File: src/rtl/lcap_pkg.sv
package lcap_pkg;
  typedef enum logic [2:0] {
    ST_IDLE  = 3'd0,
    ST_SYNC  = 3'd1,
    ST_ARM   = 3'd2,
    ST_MOVE  = 3'd3,
    ST_CLEAR = 3'd4
  } lcap_state_t;
endpackage

File: src/rtl/lcap_line_map.sv
module lcap_line_map #(
  parameter int LINE_W = 9,
  parameter int HALF   = 240
) (
  input  logic [LINE_W-1:0] cnt,
  input  logic              weave,
  output logic [LINE_W-1:0] idx
);
  always_comb begin
    if (!weave)
      idx = cnt;
    else if (cnt < LINE_W'(HALF))
      idx = LINE_W'({cnt, 1'b0});
    else
      idx = LINE_W'({LINE_W'(cnt - LINE_W'(HALF)), 1'b1});
  end
endmodule

File: src/rtl/lcap_addr.sv
module lcap_addr #(
  parameter int ADDR_W = 32,
  parameter int LINE_W = 9,
  parameter int LB_W   = 11
) (
  input  logic [ADDR_W-1:0] base,
  input  logic [LINE_W-1:0] idx,
  input  logic [LB_W-1:0]   line_bytes,
  output logic [ADDR_W-1:0] addr
);
  always_comb addr = base + ADDR_W'(idx) * ADDR_W'(line_bytes);
endmodule

File: src/rtl/lcap_seq.sv
module lcap_seq
  import lcap_pkg::*;
#(
  parameter int LINE_W = 9
) (
  input  logic              clk,
  input  logic              rst,
  input  logic              cap_req,
  input  logic [LINE_W-1:0] line_cnt,
  input  logic [LINE_W-1:0] last_line,
  input  logic              burst_done,
  output logic              start,
  output logic              load,
  output logic              busy,
  output logic [LINE_W-1:0] cur_line,
  output logic              frame_done
);
  lcap_state_t st;

  assign start = (st == ST_IDLE) && cap_req;
  assign load  = (st == ST_ARM) && (line_cnt == cur_line);
  assign busy  = (st != ST_IDLE);

  always_ff @(posedge clk) begin
    if (rst) begin
      st         <= ST_IDLE;
      cur_line   <= '0;
      frame_done <= 1'b0;
    end else begin
      frame_done <= 1'b0;
      unique case (st)
        ST_IDLE: if (cap_req) begin
          st       <= ST_SYNC;
          cur_line <= '0;
        end
        ST_SYNC:  if (line_cnt == '0) st <= ST_ARM;
        ST_ARM:   if (line_cnt == cur_line) st <= ST_MOVE;
        ST_MOVE:  if (burst_done) st <= ST_CLEAR;
        ST_CLEAR: begin
          if (cur_line == last_line) begin
            st         <= ST_IDLE;
            frame_done <= 1'b1;
          end else begin
            cur_line <= cur_line + 1'b1;
            st       <= ST_ARM;
          end
        end
        default: st <= ST_IDLE;
      endcase
    end
  end

  AST_HOLD_UNTIL_DONE: assert property (@(posedge clk) disable iff (rst)
    (st == ST_MOVE && !burst_done) |=> (st == ST_MOVE));

  AST_NO_RESTART: assert property (@(posedge clk) disable iff (rst)
    (st != ST_IDLE && st != ST_SYNC && cap_req) |=> (st != ST_SYNC));

  AST_DONE_ON_LAST: assert property (@(posedge clk) disable iff (rst)
    frame_done |-> (st == ST_IDLE && cur_line == last_line));
endmodule

File: src/rtl/lcap_ctrl.sv
module lcap_ctrl #(
  parameter int FULL_W    = 640,
  parameter int FULL_H    = 480,
  parameter int PIX_BYTES = 2,
  parameter int ADDR_W    = 32,
  parameter int LINE_W    = $clog2(FULL_H)
) (
  input  logic              clk,
  input  logic              rst,
  input  logic              cap_req,
  input  logic              size_sub,
  input  logic              interlace,
  input  logic [ADDR_W-1:0] base_addr,
  input  logic [LINE_W-1:0] line_cnt,
  input  logic              burst_done,
  output logic [ADDR_W-1:0] dst_addr,
  output logic              burst_go,
  output logic              frame_done
);
  localparam int SUB_W = FULL_W / 2;
  localparam int SUB_H = FULL_H / 2;
  localparam int LB_W  = $clog2(FULL_W * PIX_BYTES + 1);

  logic [ADDR_W-1:0] base_q;
  logic              sub_q;
  logic              weave_q;
  logic [LINE_W-1:0] last_line;
  logic [LB_W-1:0]   line_bytes;
  logic              start, load, busy;
  logic [LINE_W-1:0] cur_line, line_idx;
  logic [ADDR_W-1:0] next_addr;

  always_ff @(posedge clk) begin
    if (rst) begin
      base_q  <= '0;
      sub_q   <= 1'b0;
      weave_q <= 1'b0;
    end else if (start) begin
      base_q  <= base_addr;
      sub_q   <= size_sub;
      weave_q <= interlace && !size_sub;
    end
  end

  assign last_line  = sub_q ? LINE_W'(SUB_H - 1) : LINE_W'(FULL_H - 1);
  assign line_bytes = sub_q ? LB_W'(SUB_W * PIX_BYTES) : LB_W'(FULL_W * PIX_BYTES);

  lcap_seq #(.LINE_W(LINE_W)) seq_i (
    .clk(clk), .rst(rst), .cap_req(cap_req), .line_cnt(line_cnt),
    .last_line(last_line), .burst_done(burst_done), .start(start),
    .load(load), .busy(busy), .cur_line(cur_line), .frame_done(frame_done)
  );

  lcap_line_map #(.LINE_W(LINE_W), .HALF(SUB_H)) map_i (
    .cnt(cur_line), .weave(weave_q), .idx(line_idx)
  );

  lcap_addr #(.ADDR_W(ADDR_W), .LINE_W(LINE_W), .LB_W(LB_W)) addr_i (
    .base(base_q), .idx(line_idx), .line_bytes(line_bytes), .addr(next_addr)
  );

  always_ff @(posedge clk) begin
    if (rst) begin
      dst_addr <= '0;
      burst_go <= 1'b0;
    end else begin
      burst_go <= load;
      if (load) dst_addr <= next_addr;
    end
  end

  AST_GO_SINGLE: assert property (@(posedge clk) disable iff (rst)
    burst_go |=> !burst_go);

  AST_ADDR_HELD: assert property (@(posedge clk) disable iff (rst)
    burst_go |=> $stable(dst_addr));

  AST_BASE_KEPT: assert property (@(posedge clk) disable iff (rst)
    (busy && cap_req) |=> $stable(base_q));
endmodule

File: config.mk
export PLATFORM = sky130hd
export DESIGN_NAME = lcap_ctrl
export DESIGN_NICKNAME = d
export VERILOG_FILES = /design/src/rtl/lcap_pkg.sv /design/src/rtl/lcap_line_map.sv /design/src/rtl/lcap_addr.sv /design/src/rtl/lcap_seq.sv /design/src/rtl/lcap_ctrl.sv
export SDC_FILE = /design/constraint.sdc
export NUM_CORES = 1
export LEC_CHECK = 0
export BUFFER_PORTS_ARGS = -buffer_cell sky130_fd_sc_hd__clkbuf_2
export CAP_MARGIN = 0
export CORE_MARGIN = 4
export CORE_UTILIZATION = 30
export DETAILED_ROUTE_END_ITERATION = 8
export MAX_ROUTING_LAYER = met4
export PLACE_DENSITY_LB_ADDON = 0.08
export SYNTH_ARGS = -nofsm -noshare
export SYNTH_HDL_FRONTEND = slang
export SYNTH_HIERARCHICAL = 1
export SYNTH_SLANG_ARGS = --single-unit
export TNS_END_PERCENT = 1
File: constraint.sdc
create_clock -name clk -period 6 [get_ports clk]
set_input_delay 0.3 -clock clk [delete_from_list [all_inputs] [get_ports clk]]
set_output_delay 0.3 -clock clk [all_outputs]
set_load 0.01 [all_outputs]
# Word level (Yosys, flattened, before mapping)
# Cells that the tools add are included.
word_totals:
  register_bits: 80
  output_inout_bits: 34
  elab_cells: 49
op_classes:
  add_sub_neg: 3
  multipliers: 1
  magnitude_cmp: 1
  eq_ne: 11
  mux: 14
  bitwise_logic: 1
  reduce_logical: 10
ops:
  columns: ["operator", "count"]
  rows:
  - ["9-bit two-way mux", 5]
  - ["32-bit by 20-bit adder with 32-bit output", 1]
  - ["9-bit by 11-bit multiplier with 20-bit output", 1]
  - ["9-bit equality test", 2]
  - ["9-bit case mux with 2 select lines", 1]
  - ["3-bit case mux with 5 select lines", 1]
  - ["3-bit two-way mux", 4]
  - ["11-bit two-way mux", 1]
  - ["9-bit by 1-bit adder with 9-bit output, second input constant", 1]
  - ["9-bit zero test", 1]
  - ["9-bit by 8-bit < comparator with 1-bit output, second input constant", 1]
  - ["2-bit != test, second input constant", 4]
  - ["8-bit subtractor, second input constant", 1]
  - ["3-bit by 2-bit equality test with 1-bit output, second input constant", 2]
  - ["4-bit AND reduction", 1]
  - ["3-bit by 1-bit equality test with 1-bit output, second input constant", 1]
  - ["3-bit equality test, second input constant", 1]
  - ["1-bit logical AND", 3]
  - ["3-bit zero test", 1]
  - ["3-bit AND reduction", 1]
  - ["2-bit two-way mux", 1]
  - ["2-bit by 1-bit != test with 1-bit output, second input constant", 1]
  - ["2-bit nonzero test", 1]
  - ["2-bit OR reduction", 1]
  - ["3 further kinds", 3]

# Longest topological paths before layout
depth:
  depth_word: 5
  ltp_mapped: 25
  depth_no_buf: 23

# Modules after synthesis
# The synthesis kept the hierarchy.
by_module_without_submodules:
  columns: ["mod", "instances", "cells_each", "area_per_inst_um2", "seq_area_each_um2"]
  rows:
  - ["lcap_addr", 1, 530, 4424.2, 0.0]
  - ["lcap_ctrl", 1, 219, 2464.9, 1341.3]
  - ["lcap_seq", 1, 119, 960.9, 260.2]
  - ["lcap_line_map", 1, 30, 216.5, 0.0]

# Worst setup path before layout
# OpenSTA, ideal clock, no wires.
synth_path:
  kind: "reg-to-reg"
  from: "register seq_i.cur_line[8]"
  to: "register dst_addr[27]"
  arrival_time_ps: 5365
  t_required_ps: 5872
  slack_ps: 507
  stages_incl_launch_ff: 25
  path_buffers: 3
  synth_period_minus_slack_ps: 5493
  cell_sequence: "dfxtp_1 clkbuf_2 a31oi_1 mux2i_1 a21oi_1 clkbuf_1 nand2_1 fa_1 fa_1 inv_1 fa_1 inv_1 fa_1 fa_1 inv_1 ha_1 buf_6 a21o_1 a21oi_1 a21oi_1 o31ai_2 nor2b_1 xor2_1 mux2i_1 nor2_1"
synth_between:
  elab_chain_cells: 5
synth_lines:
  columns: ["element", "line", "rtl"]
  rows:
  - ["start: declaration", "lcap_seq.sv:15", "output logic [LINE_W-1:0] cur_line,"]
  - ["start signal: assignment", "lcap_seq.sv:44", "cur_line <= cur_line + 1'b1;"]
  - ["9-bit by 8-bit < comparator with 1-bit output", "lcap_line_map.sv:12", "else if (cnt < LINE_W'(HALF))"]
  - ["9-bit two-way mux", "lcap_line_map.sv:12", null]
  - ["9-bit two-way mux", "lcap_line_map.sv:10", "if (!weave)"]
  - ["named net line_idx[5]", "lcap_ctrl.sv:30", "logic [LINE_W-1:0] cur_line, line_idx;"]
  - ["9-bit by 11-bit multiplier with 20-bit output", "lcap_addr.sv:11", "always_comb addr = base + ADDR_W'(idx) * ADDR_W'(line_bytes);"]
  - ["32-bit by 20-bit adder with 32-bit output", "lcap_addr.sv:11", null]
  - ["named net next_addr[27]", "lcap_ctrl.sv:31", "logic [ADDR_W-1:0] next_addr;"]
  - ["end signal: assignment", "lcap_ctrl.sv:68", "if (load) dst_addr <= next_addr;"]
  - ["end: declaration", "lcap_ctrl.sv:16", "output logic [ADDR_W-1:0] dst_addr,"]
# The timed path passes the listed nets, and every way through them passes these cells.
# A chain may end at the register's enable or synchronous reset.

# Final worst setup path
layout_path:
  from: "register weave_q"
  to: "register dst_addr[31]"
layout_between:
  elab_chain_cells: 3
layout_lines:
  columns: ["element", "line", "rtl"]
  rows:
  - ["start: declaration", "lcap_ctrl.sv:26", "logic weave_q;"]
  - ["start signal: assignment", "lcap_ctrl.sv:41", "weave_q <= interlace && !size_sub;"]
  - ["9-bit two-way mux", "lcap_line_map.sv:10", null]
  - ["named net line_idx[4]", "lcap_ctrl.sv:30", null]
  - ["9-bit by 11-bit multiplier with 20-bit output", "lcap_addr.sv:11", null]
  - ["32-bit by 20-bit adder with 32-bit output", "lcap_addr.sv:11", null]
  - ["named net next_addr[31]", "lcap_ctrl.sv:31", null]
# The timed path passes the listed nets, and every way through them passes these cells.

==> results.txt <==
----------------------------------------------------
[Floorplanning]
  Die area ... 29,500 µm²
  Starting Density ... a little over 30%
  Cell Rows ... between 50 and 60
  I/O pin count ... 81
  Height of the die ... around 170 µm
  Die span in x ... 172 µm
  Core area ... about 26,000 µm²

[Placement]
  Port-buffer cells ... 80
  Pre-CTS setup slack ... -0.0539 ns
  Final weighted congestion in routability-driven placement ... around 0.75
  DP HPWL ... 15,000 µm

[Routing]
  Vias per cell ... roughly 4.4
  Routed Wire Length ... approximately 19,000 µm
  Pre-Repair DR Iteration Count ... 4
  Detailed router's first-iteration violation count ... 217
  Average routed wire per standard cell ... ~14 µm
  Number of nets with antenna violations after detailed routing ... 0
  DR vias ... between 6,000 and 7,000
  DRC violation count after routing ... 0

[STA]
  Post-layout minimum cycle time ... ~5.7 ns
  Setup TNS ... 0 ns
  Period Utilization, post-route ... between 90% and 100%
  Final Hold Viols ... 0
  Largest clock skew in the final design ... roughly 0.018 ns
  Final Setup Violations ... 0
  Slew headroom ... 24.5%
  Max frequency ... 0.175 GHz
  Worst setup margin ... 0.299 ns
  Slew @ Worst Pin ... 1.12 ns
  Max Transition Viols Final ... 0

[Hold path]
  Hold Path End ... base_q[9]$_SDFFE_PP0P_
  Tightest Hold Check Type ... in -> reg
  Depth of the worst hold-timing path ... 3
  Hold path startpoint ... base_addr[9]

[Clocking]
  Max clock buf depth ... 2
  Sink Count ... 80
  Clock buffer count from CTS ... 9
  CTS root buffer ... sky130_fd_sc_hd__clkbuf_16
  Hold buffers post-CTS ... 0
  Clock tree from TritonCTS ... done
  Clock latency of the later-clocked register in the worst-skew pair ... roughly 0.36 ns
  Maximum level of the CTS H-tree ... 3
  Clock-pin slew on the worst setup and hold paths ... 0.09 ns

[Setup path]
  Slowest cell on crit path ... sky130_fd_sc_hd__fa_1
  Maximum single-stage delay on the critical path ... 0.54 ns
  RR Endpoint ... dst_addr[31]$_SDFFE_PP0P_
  Critical path arrival ... approximately 6.0 ns
  Critical path buffer and inverter count ... 4
  FF-to-FF setup slack ... approximately 0.30 ns
  Critical register-to-register path startpoint ... weave_q$_SDFFE_PP0P_
  Number of cell instances on the worst register-to-register path ... 20
  Data required time at the worst endpoint ... 6.29 ns
  Cells along the critical path ... mux2_2 -> buf_4 -> and2_1 -> fa_1 -> fa_1 -> fa_1 -> fa_1 -> inv_1 -> fa_1 -> inv_1 -> ha_1 -> and4_1 -> nand4_1 -> a211oi_4 -> o31ai_2 -> buf_4 -> nor2_1 -> xor2_1 -> mux2i_1 -> nor2_1
  Category of cells accounting for the largest share of critical-path delay ... adder cells
  Startpoint type of the worst setup path ... flip-flop
  Most frequent cell on the critical path ... sky130_fd_sc_hd__fa_1
  Worst Setup Path Type ... reg -> reg
  Crit-path max FO ... 10
  Type of element capturing the critical path ... flip-flop

[Flow run]
  Max-Cap Viols ... 0

[Logic synthesis]
  Post-synthesis instance area ... around 8000 µm²
  Synth Warn # ... 6
  Cells after synthesis ... 897
  Synthesized area divided by synthesized cell count ... about 9 µm²

[Cells and area]
  Layout fillers ... 2,809
  Final layout net count ... roughly 1,200
  Number of antenna cells inserted ... 0
  Share of cells above drive strength 1 ... between 15 and 20%
  Area growth syn-to-layout ... 17.4%

[GRT]
  First-pass GRT wire length ... 31,700 µm
  Total Routing Usage GR ... 13.8%
  Vias in the first global route ... a little over 6,000
  GRT overflow ... 0
  Largest net degree at the start of global routing ... 75
  Initial antenna violation count ... 0

[Power]
  Maximum vdd ir drop ... 0.000115 V
  Cell area power density ... ~160 nW/µm²
  Leakage power figure ... approximately 4.7 nW

[Outcome]
  Outcome ... finished clean

----------------------------------------------------
==> worst reg2reg max path: stages, from the launching register on <==
cell                       delay, ns
sky130_fd_sc_hd__dfxtp_4        0.41
sky130_fd_sc_hd__mux2_2         0.36
sky130_fd_sc_hd__buf_4          0.18
sky130_fd_sc_hd__and2_1         0.18
sky130_fd_sc_hd__fa_1           0.47
sky130_fd_sc_hd__fa_1           0.51
sky130_fd_sc_hd__fa_1           0.53
sky130_fd_sc_hd__fa_1           0.54
sky130_fd_sc_hd__inv_1          0.05
sky130_fd_sc_hd__fa_1           0.50
sky130_fd_sc_hd__inv_1          0.04
sky130_fd_sc_hd__ha_1           0.32
sky130_fd_sc_hd__and4_1         0.24
sky130_fd_sc_hd__nand4_1        0.21
sky130_fd_sc_hd__a211oi_4       0.35
sky130_fd_sc_hd__o31ai_2        0.10
sky130_fd_sc_hd__buf_4          0.16
sky130_fd_sc_hd__nor2_1         0.13
sky130_fd_sc_hd__xor2_1         0.15
sky130_fd_sc_hd__mux2i_1        0.08
sky130_fd_sc_hd__nor2_1         0.09
==> flip-flops by register name, summed over array words and instances (netlist names) <==
register / cells
seq_i/st: 3
seq_i/frame_done: 1
weave_q: 1
dst_addr: 32
sub_q: 1
burst_go: 1
seq_i/cur_line: 9
base_q: 32
==> per-stage QoR <==
step / utilization, % / power, mW / instance area (µm²) / hold WS [ns] / instances
3_5_place_dp: 34.3 / 0.848 / 9010 / 0.485 / 1363
6_report: 36.0 / 1.47 / 9460 / 0.164 / 1387
3_3_place_gp: 34.3 / 0.848 / 9010 / 0.477 / 1363
5_1_grt: 36.0 / 1.55 / 9460 / 0.180 / 1387
2_1_floorplan: - / 0.793 / 8310 / 0.369 / 964
4_1_cts: 35.5 / 1.50 / 9320 / 0.159 / 1379
==> per-layer routing <==
| layer | up-vias | GRT usage [%] | part of all wire (%) |
|---|---|---|---|
| met5 | - | - | 0 |
| met3 | 12 | 1.78 | 2.0 |
| met2 | 60 | 23.0 | 48 |
| li1 | 3133 | - | - |
| met4 | 0 | 2.67 | 0.95 |
| met1 | 2846 | 18.2 | 49 |
==> layout by cell type (no fill, tap or decap), drive strengths merged, types with 5 or more instances in the layout <==
cell    count
a21o        8
a21oi      29
a31oi       5
and2       58
and3        6
buf        39
clkbuf     90
conb       69
dfxtp      80
fa         80
ha         56
inv       135
mux2i      66
nand2      71
nand2b      7
nand3      15
nand4       7
nor2       82
nor3        5
nor4        5
o211ai      7
o21ai      21
xnor2      31
xor2       15
==> power by group <==
part           total (mW)  internal, mW  leakage [nW]  switching [mW]
sequential          0.574         0.553         0.653          0.0207
combinational       0.265         0.113          3.85           0.153
clock               0.631         0.341         0.148           0.290
total                1.47          1.01          4.65           0.463
==> what timing repair did <==
item	in CTS	in global routing
buffers inserted	0	8
setup endpoints to repair	8	14
pin swaps	0	7
resized for setup	2	23
==> worst max path at each step <==
stage	from	endpoint	slack, ns	cells past startpoint
global route	seq_i/cur_line[6]$_SDFFE_PP0P_	dst_addr[25]$_SDFFE_PP0P_	-0.01	22
global placement	weave_q$_SDFFE_PP0P_	dst_addr[27]$_SDFFE_PP0P_	-0.06	21
CTS	seq_i/cur_line[8]$_SDFFE_PP0P_	dst_addr[26]$_SDFFE_PP0P_	0.03	21
detailed placement	weave_q$_SDFFE_PP0P_	dst_addr[26]$_SDFFE_PP0P_	-0.05	18
finish	weave_q$_SDFFE_PP0P_	dst_addr[31]$_SDFFE_PP0P_	0.30	20
floorplan	seq_i/cur_line[8]$_SDFFE_PP0P_	dst_addr[27]$_SDFFE_PP0P_	0.51	24
==> cell type report <==
type / instances / area, µm² / share of cell area [%]
Inverter: 133 / 499 / 5.27
Tap cell: 335 / 419 / 4.43
Timing Repair Buffer: 119 / 697 / 7.36
Sequential cell: 80 / 1610 / 17.0
Clock inverter: 6 / 73.8 / 0.780
Clock buffer: 10 / 239 / 2.53
Multi-Input combinational cell: 704 / 5920 / 62.6
(Power assumes the default switching activity.)
